$ cat config.mk
export PLATFORM = sky130hd
export DESIGN_NAME = pulsewire_link
export DESIGN_NICKNAME = d
export VERILOG_FILES = /design/src/rtl/pw_pkg.sv /design/src/rtl/pw_tx.sv /design/src/rtl/pw_sync.sv /design/src/rtl/pw_rx.sv /design/src/rtl/pulsewire_link.sv
export SDC_FILE = /design/constraint.sdc
export NUM_CORES = 1
export LEC_CHECK = 0
export ABC_AREA = 1
export BUFFER_PORTS_ARGS = -buffer_cell sky130_fd_sc_hd__buf_2
export CAP_MARGIN = 10
export CORE_ASPECT_RATIO = 0.6
export CORE_MARGIN = 10
export CORE_UTILIZATION = 60
export DETAILED_ROUTE_END_ITERATION = 16
export MAX_ROUTING_LAYER = met4
export PLACE_DENSITY = 0.85
export SLEW_MARGIN = 10
export SYNTH_ARGS = -nofsm -noshare
export SYNTH_HDL_FRONTEND = slang
export SYNTH_HIERARCHICAL = 1
export SYNTH_SLANG_ARGS = --single-unit
export TNS_END_PERCENT = 50
$ cat constraint.sdc
create_clock -name clk -period 3.5 [get_ports clk]
set_input_delay 0.35 -clock clk [delete_from_list [all_inputs] [get_ports clk]]
set_output_delay 0.35 -clock clk [all_outputs]
set_load 0.005 [all_outputs]
$ cat src/rtl/pw_pkg.sv
// Package: shared constants and types for the one-wire bit link.
// Assumes: nothing; holds no logic.
package pw_pkg;
    // number of rate-setting zero bits that open each message (averaged by shift)
    localparam int NEG_BITS = 2;

    typedef enum logic [1:0] {
        RX_IDLE = 2'd0,
        RX_MEAS = 2'd1,
        RX_DATA = 2'd2
    } rx_state_e;
endpackage

$ cat src/rtl/pw_tx.sv
// Module: pw_tx
// Serialises one byte per start strobe onto the wire, MSB first. Each bit
// begins high; the high phase is three quarters of the period for a one and
// a quarter for a zero. A new message is prefixed with rate-setting zeros.
// Assumes: period of at least MIN_PER after clamping; start is only taken idle.
module pw_tx #(
    parameter int CNT_W   = 12,
    parameter int DATA_W  = 8,
    parameter int MIN_PER = 8
) (
    input  logic              clk,
    input  logic              rst_n,
    input  logic              start,
    input  logic              new_msg,
    input  logic [DATA_W-1:0] data,
    input  logic [CNT_W-1:0]  period,
    output logic              busy,
    output logic              done,
    output logic              line
);
    localparam int FRAME_W = DATA_W + pw_pkg::NEG_BITS;
    localparam int LEFT_W  = $clog2(FRAME_W + 1);

    logic                busy_q;
    logic                done_q;
    logic [CNT_W-1:0]    cnt_q;
    logic [CNT_W-1:0]    per_q;
    logic [LEFT_W-1:0]   left_q;
    logic [FRAME_W-1:0]  sh_q;

    logic [CNT_W-1:0]    eff_per;
    logic [CNT_W-1:0]    quarter;
    logic [CNT_W-1:0]    high_len;
    logic                cur_bit;

    // clamp the requested period to the supported minimum
    always_comb eff_per = (period < CNT_W'(MIN_PER)) ? CNT_W'(MIN_PER) : period;

    // high-phase length for the bit now on the wire
    always_comb begin
        cur_bit  = sh_q[FRAME_W-1];
        quarter  = per_q >> 2;
        high_len = cur_bit ? (per_q - quarter) : quarter;
    end

    // bit sequencer: load, count each period, shift, finish
    always_ff @(posedge clk) begin
        if (!rst_n) begin
            busy_q <= 1'b0;
            done_q <= 1'b0;
            cnt_q  <= '0;
            per_q  <= CNT_W'(MIN_PER);
            left_q <= '0;
            sh_q   <= '0;
        end else begin
            done_q <= 1'b0;
            if (!busy_q) begin
                if (start) begin
                    busy_q <= 1'b1;
                    cnt_q  <= '0;
                    per_q  <= eff_per;
                    if (new_msg) begin
                        sh_q   <= {{pw_pkg::NEG_BITS{1'b0}}, data};
                        left_q <= LEFT_W'(FRAME_W);
                    end else begin
                        sh_q   <= {data, {pw_pkg::NEG_BITS{1'b0}}};
                        left_q <= LEFT_W'(DATA_W);
                    end
                end
            end else if (cnt_q == per_q - 1'b1) begin
                cnt_q <= '0;
                if (left_q == LEFT_W'(1)) begin
                    busy_q <= 1'b0;
                    done_q <= 1'b1;
                end else begin
                    left_q <= left_q - 1'b1;
                    sh_q   <= sh_q << 1;
                end
            end else begin
                cnt_q <= cnt_q + 1'b1;
            end
        end
    end

    assign busy = busy_q;
    assign done = done_q;
    assign line = busy_q && (cnt_q < high_len);
endmodule

$ cat src/rtl/pw_sync.sv
// Module: pw_sync
// Brings the asynchronous wire level into the clock domain through a flop
// chain and flags the cycle in which the synchronised level rises.
// Assumes: STAGES of at least 2; the same delay on rising and falling edges.
module pw_sync #(
    parameter int STAGES = 2
) (
    input  logic clk,
    input  logic rst_n,
    input  logic din,
    output logic lvl,
    output logic rise
);
    logic [STAGES-1:0] chain_q;
    logic              prev_q;

    // synchroniser chain and previous-level register
    always_ff @(posedge clk) begin
        if (!rst_n) begin
            chain_q <= '0;
            prev_q  <= 1'b0;
        end else begin
            chain_q <= {chain_q[STAGES-2:0], din};
            prev_q  <= chain_q[STAGES-1];
        end
    end

    assign lvl  = chain_q[STAGES-1];
    assign rise = chain_q[STAGES-1] & ~prev_q;
endmodule

$ cat src/rtl/pw_rx.sv
// Module: pw_rx
// Times the rate-setting pulses of each message, then samples every data bit
// half a measured period after its rising edge and assembles MSB-first bytes.
// A low line longer than two periods ends the message (error inside a byte).
// Assumes: synchronised level and rise flag from pw_sync.
module pw_rx #(
    parameter int CNT_W  = 12,
    parameter int DATA_W = 8
) (
    input  logic              clk,
    input  logic              rst_n,
    input  logic              lvl,
    input  logic              rise,
    output logic [DATA_W-1:0] byte_out,
    output logic              valid,
    output logic              timeout,
    output logic [CNT_W-1:0]  period,
    output logic              active
);
    import pw_pkg::*;

    localparam int TW = CNT_W + 1;
    localparam int LW = CNT_W + 2;
    localparam int BW = $clog2(DATA_W);

    rx_state_e          st_q;
    logic [TW-1:0]      tcnt_q;
    logic               seen_q;
    logic [CNT_W-1:0]   per_q;
    logic [CNT_W-1:0]   ph_q;
    logic               armed_q;
    logic [BW-1:0]      bitn_q;
    logic [DATA_W-1:0]  sh_q;
    logic [LW-1:0]      low_q;
    logic               valid_q;
    logic               tout_q;

    logic [CNT_W-1:0]   half;
    logic [LW-1:0]      limit;
    logic               stall;

    // derived sample point and low-line limit
    always_comb begin
        half  = per_q >> 1;
        limit = {1'b0, per_q, 1'b0};
        stall = (low_q > limit);
    end

    // length of the current low stretch, saturating
    always_ff @(posedge clk) begin
        if (!rst_n)            low_q <= '0;
        else if (lvl)          low_q <= '0;
        else if (low_q != '1)  low_q <= low_q + 1'b1;
    end

    // receive state machine: measure, sample, assemble, time out
    always_ff @(posedge clk) begin
        if (!rst_n) begin
            st_q    <= RX_IDLE;
            tcnt_q  <= '0;
            seen_q  <= 1'b0;
            per_q   <= '0;
            ph_q    <= '0;
            armed_q <= 1'b0;
            bitn_q  <= '0;
            sh_q    <= '0;
            valid_q <= 1'b0;
            tout_q  <= 1'b0;
        end else begin
            valid_q <= 1'b0;
            tout_q  <= 1'b0;
            case (st_q)
                RX_IDLE: begin
                    if (rise) begin
                        st_q   <= RX_MEAS;
                        tcnt_q <= TW'(1);
                        seen_q <= 1'b0;
                    end
                end
                RX_MEAS: begin
                    if (rise && seen_q) begin
                        per_q   <= tcnt_q[TW-1:1];
                        st_q    <= RX_DATA;
                        ph_q    <= CNT_W'(1);
                        armed_q <= 1'b1;
                        bitn_q  <= '0;
                    end else if (rise) begin
                        seen_q <= 1'b1;
                        tcnt_q <= tcnt_q + 1'b1;
                    end else if (tcnt_q == '1) begin
                        st_q <= RX_IDLE;
                    end else begin
                        tcnt_q <= tcnt_q + 1'b1;
                    end
                end
                RX_DATA: begin
                    if (stall) begin
                        st_q    <= RX_IDLE;
                        armed_q <= 1'b0;
                        tout_q  <= (bitn_q != '0);
                        bitn_q  <= '0;
                    end else if (rise) begin
                        ph_q    <= CNT_W'(1);
                        armed_q <= 1'b1;
                    end else begin
                        if (ph_q != '1) ph_q <= ph_q + 1'b1;
                        if (armed_q && ph_q == half) begin
                            armed_q <= 1'b0;
                            sh_q    <= {sh_q[DATA_W-2:0], lvl};
                            if (bitn_q == BW'(DATA_W - 1)) begin
                                bitn_q  <= '0;
                                valid_q <= 1'b1;
                            end else begin
                                bitn_q <= bitn_q + 1'b1;
                            end
                        end
                    end
                end
                default: st_q <= RX_IDLE;
            endcase
        end
    end

    assign byte_out = sh_q;
    assign valid    = valid_q;
    assign timeout  = tout_q;
    assign period   = per_q;
    assign active   = (st_q != RX_IDLE);
endmodule

$ cat src/rtl/pulsewire_link.sv
// Module: pulsewire_link
// Top of the one-wire bit link: transmitter, input synchroniser and receiver.
// Assumes: line_in is driven externally (often looped from line_out).
module pulsewire_link #(
    parameter int CNT_W       = 12,
    parameter int DATA_W      = 8,
    parameter int MIN_PERIOD  = 8,
    parameter int SYNC_STAGES = 2
) (
    input  logic              clk,
    input  logic              rst_n,
    input  logic              tx_start,
    input  logic              tx_new_msg,
    input  logic [DATA_W-1:0] tx_byte,
    input  logic [CNT_W-1:0]  tx_period,
    output logic              tx_busy,
    output logic              tx_done,
    output logic              line_out,
    input  logic              line_in,
    output logic [DATA_W-1:0] rx_byte,
    output logic              rx_valid,
    output logic              rx_timeout,
    output logic [CNT_W-1:0]  rx_period,
    output logic              rx_active
);
    logic s_lvl;
    logic s_rise;

    // transmit serialiser
    pw_tx #(.CNT_W(CNT_W), .DATA_W(DATA_W), .MIN_PER(MIN_PERIOD)) u_tx (
        .clk(clk), .rst_n(rst_n), .start(tx_start), .new_msg(tx_new_msg),
        .data(tx_byte), .period(tx_period), .busy(tx_busy), .done(tx_done),
        .line(line_out)
    );

    // input synchroniser and edge finder
    pw_sync #(.STAGES(SYNC_STAGES)) u_sync (
        .clk(clk), .rst_n(rst_n), .din(line_in), .lvl(s_lvl), .rise(s_rise)
    );

    // receive deserialiser
    pw_rx #(.CNT_W(CNT_W), .DATA_W(DATA_W)) u_rx (
        .clk(clk), .rst_n(rst_n), .lvl(s_lvl), .rise(s_rise),
        .byte_out(rx_byte), .valid(rx_valid), .timeout(rx_timeout),
        .period(rx_period), .active(rx_active)
    );
endmodule

# Yosys cells after proc, flatten, opt, wreduce, memory -nomap -nowiden
# Index checks and enable logic that the tools add are counted.
# Widths: inputs -> output; s select.
[op_classes]
add_sub_neg = 8
n_lt_le_gt_ge = 3
eq_ne = 24
muxes = 52
bitwise_logic = 8
reduce_logical = 23
[ops]
columns = ["cell", "n"]
rows = [
  ["$mux 12", 9],
  ["$mux 13", 4],
  ["$mux 10", 5],
  ["$pmux 13 s2", 1],
  ["$add 12x1->12 const B", 2],
  ["$pmux 12 s2", 1],
  ["$reduce_and 4->1", 6],
  ["$mux 4", 4],
  ["$mux 3", 5],
  ["$add 14x1->14 const B", 1],
  ["$gt 14x13->1", 1],
  ["$ne 14x14->1 const B", 1],
  ["$add 13x1->13 const B", 1],
  ["$eq 13x13->1 const B", 1],
  ["$mux 1", 13],
  ["$eq 12x11->1", 1],
  ["$eq 12x12->1", 1],
  ["$lt 12x12->1", 1],
  ["$lt 12x4->1 const B", 1],
  ["$mux 2", 6],
  ["$ne 12x12->1 const B", 1],
  ["$reduce_and 3->1", 4],
  ["$sub 12x1->12 const B", 1],
  ["$sub 12x10->12", 1],
  ["24 further kinds", 46],
]
[totals]
reg_bits = 111
in_bits = 25
output_inout_bits = 26
elab_cells = 137

# Longest topological paths before layout
[depth]
depth_word = 6
mapped_depth = 21
ltp_nobuf = 21

# Modules after synthesis
# Netlist, hierarchy kept.
[modules_own_cells]
columns = ["mod", "n_inst", "cells_each", "area_each_um2", "seq_area_each_um2"]
rows = [
  ["pw_rx", 1, 602, 4020.1, 1361.3],
  ["pw_tx", 1, 475, 3139.3, 800.8],
  ["pw_sync", 1, 11, 92.6, 60.1],
]

# Least setup slack after synthesis
# OpenSTA, ideal clock, no wires.
[synth_path]
kind = "flip-flop to output port"
start = "register u_tx.per_q[2]"
end = "output port line_out"
t_arrival_ns = 2.629
t_required_ns = 3.150
setup_slack_ns = 0.521
stages_incl_launch_ff = 19
path_buffers = 0
cell_sequence = "dfxtp_1 ha_1 inv_1 fa_1 nand2_1 inv_1 o21ai_0 nand2_1 nand2_1 nand2_1 a21oi_1 xor2_1 o21a_1 ha_1 nand2_1 o21ai_0 nand2_1 o211ai_1 a311oi_1"
[synth_between]
elab_chain_len = 4
[synth_rtl]
columns = ["element", "line", "rtl"]
rows = [
  ["start, declared", "pw_tx.sv:27", "logic [CNT_W-1:0] per_q;"],
  ["start signal, assigned", "pw_tx.sv:52", "per_q <= CNT_W'(MIN_PER);"],
  ["start signal, assigned", "pw_tx.sv:61", "per_q <= eff_per;"],
  ["$sub 12x10->12", "pw_tx.sv:43", "high_len = cur_bit ? (per_q - quarter) : quarter;"],
  ["$mux 12 *", "pw_tx.sv:43", ""],
  ["$lt 12x12->1 *", "pw_tx.sv:87", "assign line = busy_q && (cnt_q < high_len);"],
  ["$logic_and 1x1->1 *", "pw_tx.sv:87", ""],
  ["end, declared", "pulsewire_link.sv:18", "output logic line_out,"],
]
# Mark *: on every way between the ends. The rest lies on a longest branch, timed or not.

# Final worst setup path
[layout_path]
start = "register u_tx.per_q[8]"
end = "output port line_out"
# Same word-level chain as after synthesis.

==> results_dict.tcl <==
set metrics [dict create \
    grt_overflow_total 0 \
    ys_seq_elements 111 \
    io_buffers 50 \
    syn-instance-count 1088 \
    final_layout_size_suffix_gt1_share_pct 15.55 \
    syn_warnings 6 \
    cp_top_family "compound AO/OA/AOI/OAI gates" \
    globalRouteMet2Util_pct 30.11 \
    grtUsageMet3_pct 4.193 \
    synth_enable_flop_cells 0 \
    layout_commonest_cell "sky130_fd_sc_hd__nand2_1" \
    holdBufCountCts 0 \
    critPathLaunchType "flop" \
    grt.met1_usage_pct 35.66 \
    number_of_antenna_diodes 0 \
    crit_chain "inv_1, ha_4, nand2_1, o21ai_0, o21bai_4, a21oi_2, or2_4, buf_4, a31oi_1, ha_1, nand2_1, nor2_1, nand2_1, o211ai_1, a311oi_1, buf_2" \
    power_density_nw_per_um2 373.6 \
    gp_routability_congestion 0.9908 \
    holdCritPathClass "in2reg" \
    detailed_route_iter0_violations 688 \
    leakagePower_nw 3.627 \
    grt_busiest_layer "met1" \
    critical-path-slowest-cell "sky130_fd_sc_hd__dfxtp_1" \
    area_overhead_vs_synth_pct 12.99 \
    core_util_final_pct 70.88 \
    timing.hold.ws_ns 0.1825 \
    cts-htree-levels 3 \
    die_h_um 105.2 \
    fin_worst_skew_ns 0.009309 \
    num_vias 7358 \
    drc_errors 0 \
    tritoncts.num_buffers 9 \
    seq_area_frac_synth_pct 30.64 \
    clk_transition_reported_paths_ns 0.08 \
    max_cap_viol_count 0 \
    drt_pre_antenna_iters 5 \
    drt.antenna.violating_nets 0 \
    finalSetupViolCount 0 \
    timing.setup.critical_path_class "reg2out" \
    place_worst_setup_slack_ns 0.1086 \
    most-common-layout-cells "274 x sky130_fd_sc_hd__nand2_1, 142 x sky130_fd_sc_hd__nor2_1, 108 x sky130_fd_sc_hd__inv_1" \
    critical-path-top-cell-by-count "sky130_fd_sc_hd__nand2_1" \
    rsz0062_at_grt "true" \
    post-route-worst-setup-slack_ns 0.01030 \
    grt_first_pass_wirelength_mm 32.29 \
    final_min_period_over_clock_period_pct 99.71 \
    synthArstFlopShare_pct 0 \
    synth.distinct_cells 54 \
    cp-end-kind "output port" \
    worst_ir_drop_vdd_mv 0.2345 \
    max_slew_headroom_pct 32.11 \
    timing_worst_slew_pin_value_ns 1.011 \
    viasPerCell 5.613 \
    syn_area_um2 7252 \
    grt_use_total_pct 23.12 \
    report.final.slew_viol_count 0 \
    status "completed" \
    critPathArrivalTime_ns 3.14 \
    die-width_um 161.9 \
    period_minus_slack_ns 3.490 \
    ioPinCount 51 \
    design.die.area_um2 17030 \
    clkSinkCount 111 \
    clkLatencyLatePin_ns 0.35 \
    postSynthAreaPerCell_um2 6.665 \
    clk_path_buf_depth 2 \
    first_global_vias 6429 \
    synthFlopType "sky130_fd_sc_hd__dfxtp_1" \
    dpl.hpwl_mm 15.02 \
    layout.nets 1218 \
    std_cell_rows 30 \
    worstPathMaxFanout 5 \
    initial_utilization_pct 62.73 \
    post_drt_wl_per_cell_um 15.06 \
    clock-root-buffer "sky130_fd_sc_hd__clkbuf_16" \
    critical_path_required_ns 3.15 \
    final_hold_viol_count 0 \
    placeableCoreArea_um2 11560 \
    synth_nets 1160 \
    antenna_violations_before_repair 0 \
    cts_tree "yes" \
    grt_max_degree 27 \
    worstPathBufferInverterCount 3 \
    clock.fmax_ghz 0.2866 \
    detail_route.wirelength_mm 19.74 \
    delay_of_the_slowest_critical_path_stage_ns 0.39 \
]
## report_power, final
| part | switching [W] | total (W) | internal, W | leakage (nW) |
|---|---|---|---|---|
| sequential | 0.0000421 | 0.00134 | 0.00130 | 0.904 |
| clock | 0.000490 | 0.00113 | 0.000637 | 0.161 |
| combinational | 0.000373 | 0.000594 | 0.000221 | 2.56 |
| total | 0.000905 | 0.00306 | 0.00216 | 3.63 |
## flip-flops by register name (all words and copies together) (netlist names), 3 cells and up
name           flops
u_rx/period       12
u_rx/bitn_q        3
u_tx/sh_q         10
u_tx/cnt_q        12
u_tx/per_q        12
u_rx/low_q        14
u_rx/tcnt_q       13
u_tx/left_q        4
u_rx/ph_q         12
u_rx/byte_out      8
## cells by family (layout without fill, tap and decap cells)
group	after synthesis	in the layout	synth area share, %
and+or+nand+nor	574	574	35.20
AOI/OAI and AO/OA	179	179	14.30
buffers and inverters	149	212	8.247
DFF	111	111	30.64
adders and majority gates	47	47	8.213
xor gates and xnor gates	27	27	3.261
muxes	1	1	0.1380
## worst register-to-register path: cells and delay by family, from the launching register on
kind / cells / cell delay, ns
buffers and inverters: 4 / 0.73
AO/OA/AOI/OAI: 2 / 0.55
AND/OR/NAND/NOR: 3 / 0.53
flip-flops: 1 / 0.36
adder cells (fa/ha/maj): 1 / 0.34
## cell usage after synthesis, types with 6 or more instances
| master | n | area share (%) |
|---|---|---|
| sky130_fd_sc_hd__o21ai_0 | 49 | 3.4 |
| sky130_fd_sc_hd__ha_1 | 46 | 7.9 |
| sky130_fd_sc_hd__nor2_2 | 6 | 0.52 |
| sky130_fd_sc_hd__inv_1 | 112 | 5.8 |
| sky130_fd_sc_hd__nand2_1 | 276 | 14 |
| sky130_fd_sc_hd__nand3_1 | 66 | 4.6 |
| sky130_fd_sc_hd__nand4_1 | 21 | 1.8 |
| sky130_fd_sc_hd__xor2_1 | 21 | 2.5 |
| sky130_fd_sc_hd__inv_2 | 12 | 0.62 |
| sky130_fd_sc_hd__clkbuf_1 | 10 | 0.52 |
| sky130_fd_sc_hd__o22ai_1 | 9 | 0.78 |
| sky130_fd_sc_hd__nand2_2 | 15 | 1.3 |
| sky130_fd_sc_hd__nor3_1 | 16 | 1.1 |
| sky130_fd_sc_hd__xnor2_1 | 6 | 0.72 |
| sky130_fd_sc_hd__dfxtp_1 | 111 | 31 |
| sky130_fd_sc_hd__o21ai_1 | 14 | 0.97 |
| sky130_fd_sc_hd__nor2_1 | 143 | 7.4 |
| sky130_fd_sc_hd__a21oi_2 | 11 | 1.3 |
| sky130_fd_sc_hd__a21oi_1 | 65 | 4.5 |
| sky130_fd_sc_hd__a22o_1 | 6 | 0.72 |
## routing by layer
layer / vias up / wire (um) / share of wire [%]
met5: - / 0 / 0
met4: 0 / 97 / 0.49
met3: 12 / 2109 / 11
met2: 331 / 7716 / 39
met1: 3323 / 9816 / 50
li1: 3692 / - / -
## worst paths after layout
| check | from | to | slack (ns) | depth (start not counted) |
|---|---|---|---|---|
| worst max-delay path | u_tx/per_q[8] | line_out | 0.01 | 16 |
| worst min-delay path | line_in | u_sync/chain_q[0] | 0.18 | 3 |
| worst max register to register | u_rx/st_q[1] | u_rx/tcnt_q[10] | 0.92 | 10 |
| worst min register to register | u_sync/chain_q[0] | u_sync/chain_q[1] | 0.46 | 2 |
## final cells by class
cell class / count / area, um^2
clock buffer: 9 / 225.2
clock inverter: 7 / 100.1
fill: 1006 / 3367
inverter: 130 / 494.2
multi-input combinational: 828 / 4562
sequential: 111 / 2238
tap: 160 / 200.2
timing repair buffer: 66 / 374.1
## stage by stage
stage	cells	area (um^2)	TNS [ns]	total power (W)
after detailed placement	1286	7646	0	0.001875
after global routing	1311	8194	-0.2165	0.003201
after global placement	1286	7646	0	0.001862
final	1311	8194	0	0.003061
after CTS	1307	8105	-0.006531	0.003034
after floorplan	1088	7252	0	0.001740
## repair_timing
| action | 4_1_cts | 5_1_grt |
|---|---|---|
| endpoints found under the setup margin | 1 | 1 |
| setup buffers | 5 | 4 |
| gates resized for setup | 29 | 15 |
| pin swaps | 8 | 18 |
(Power assumes the default switching activity.)
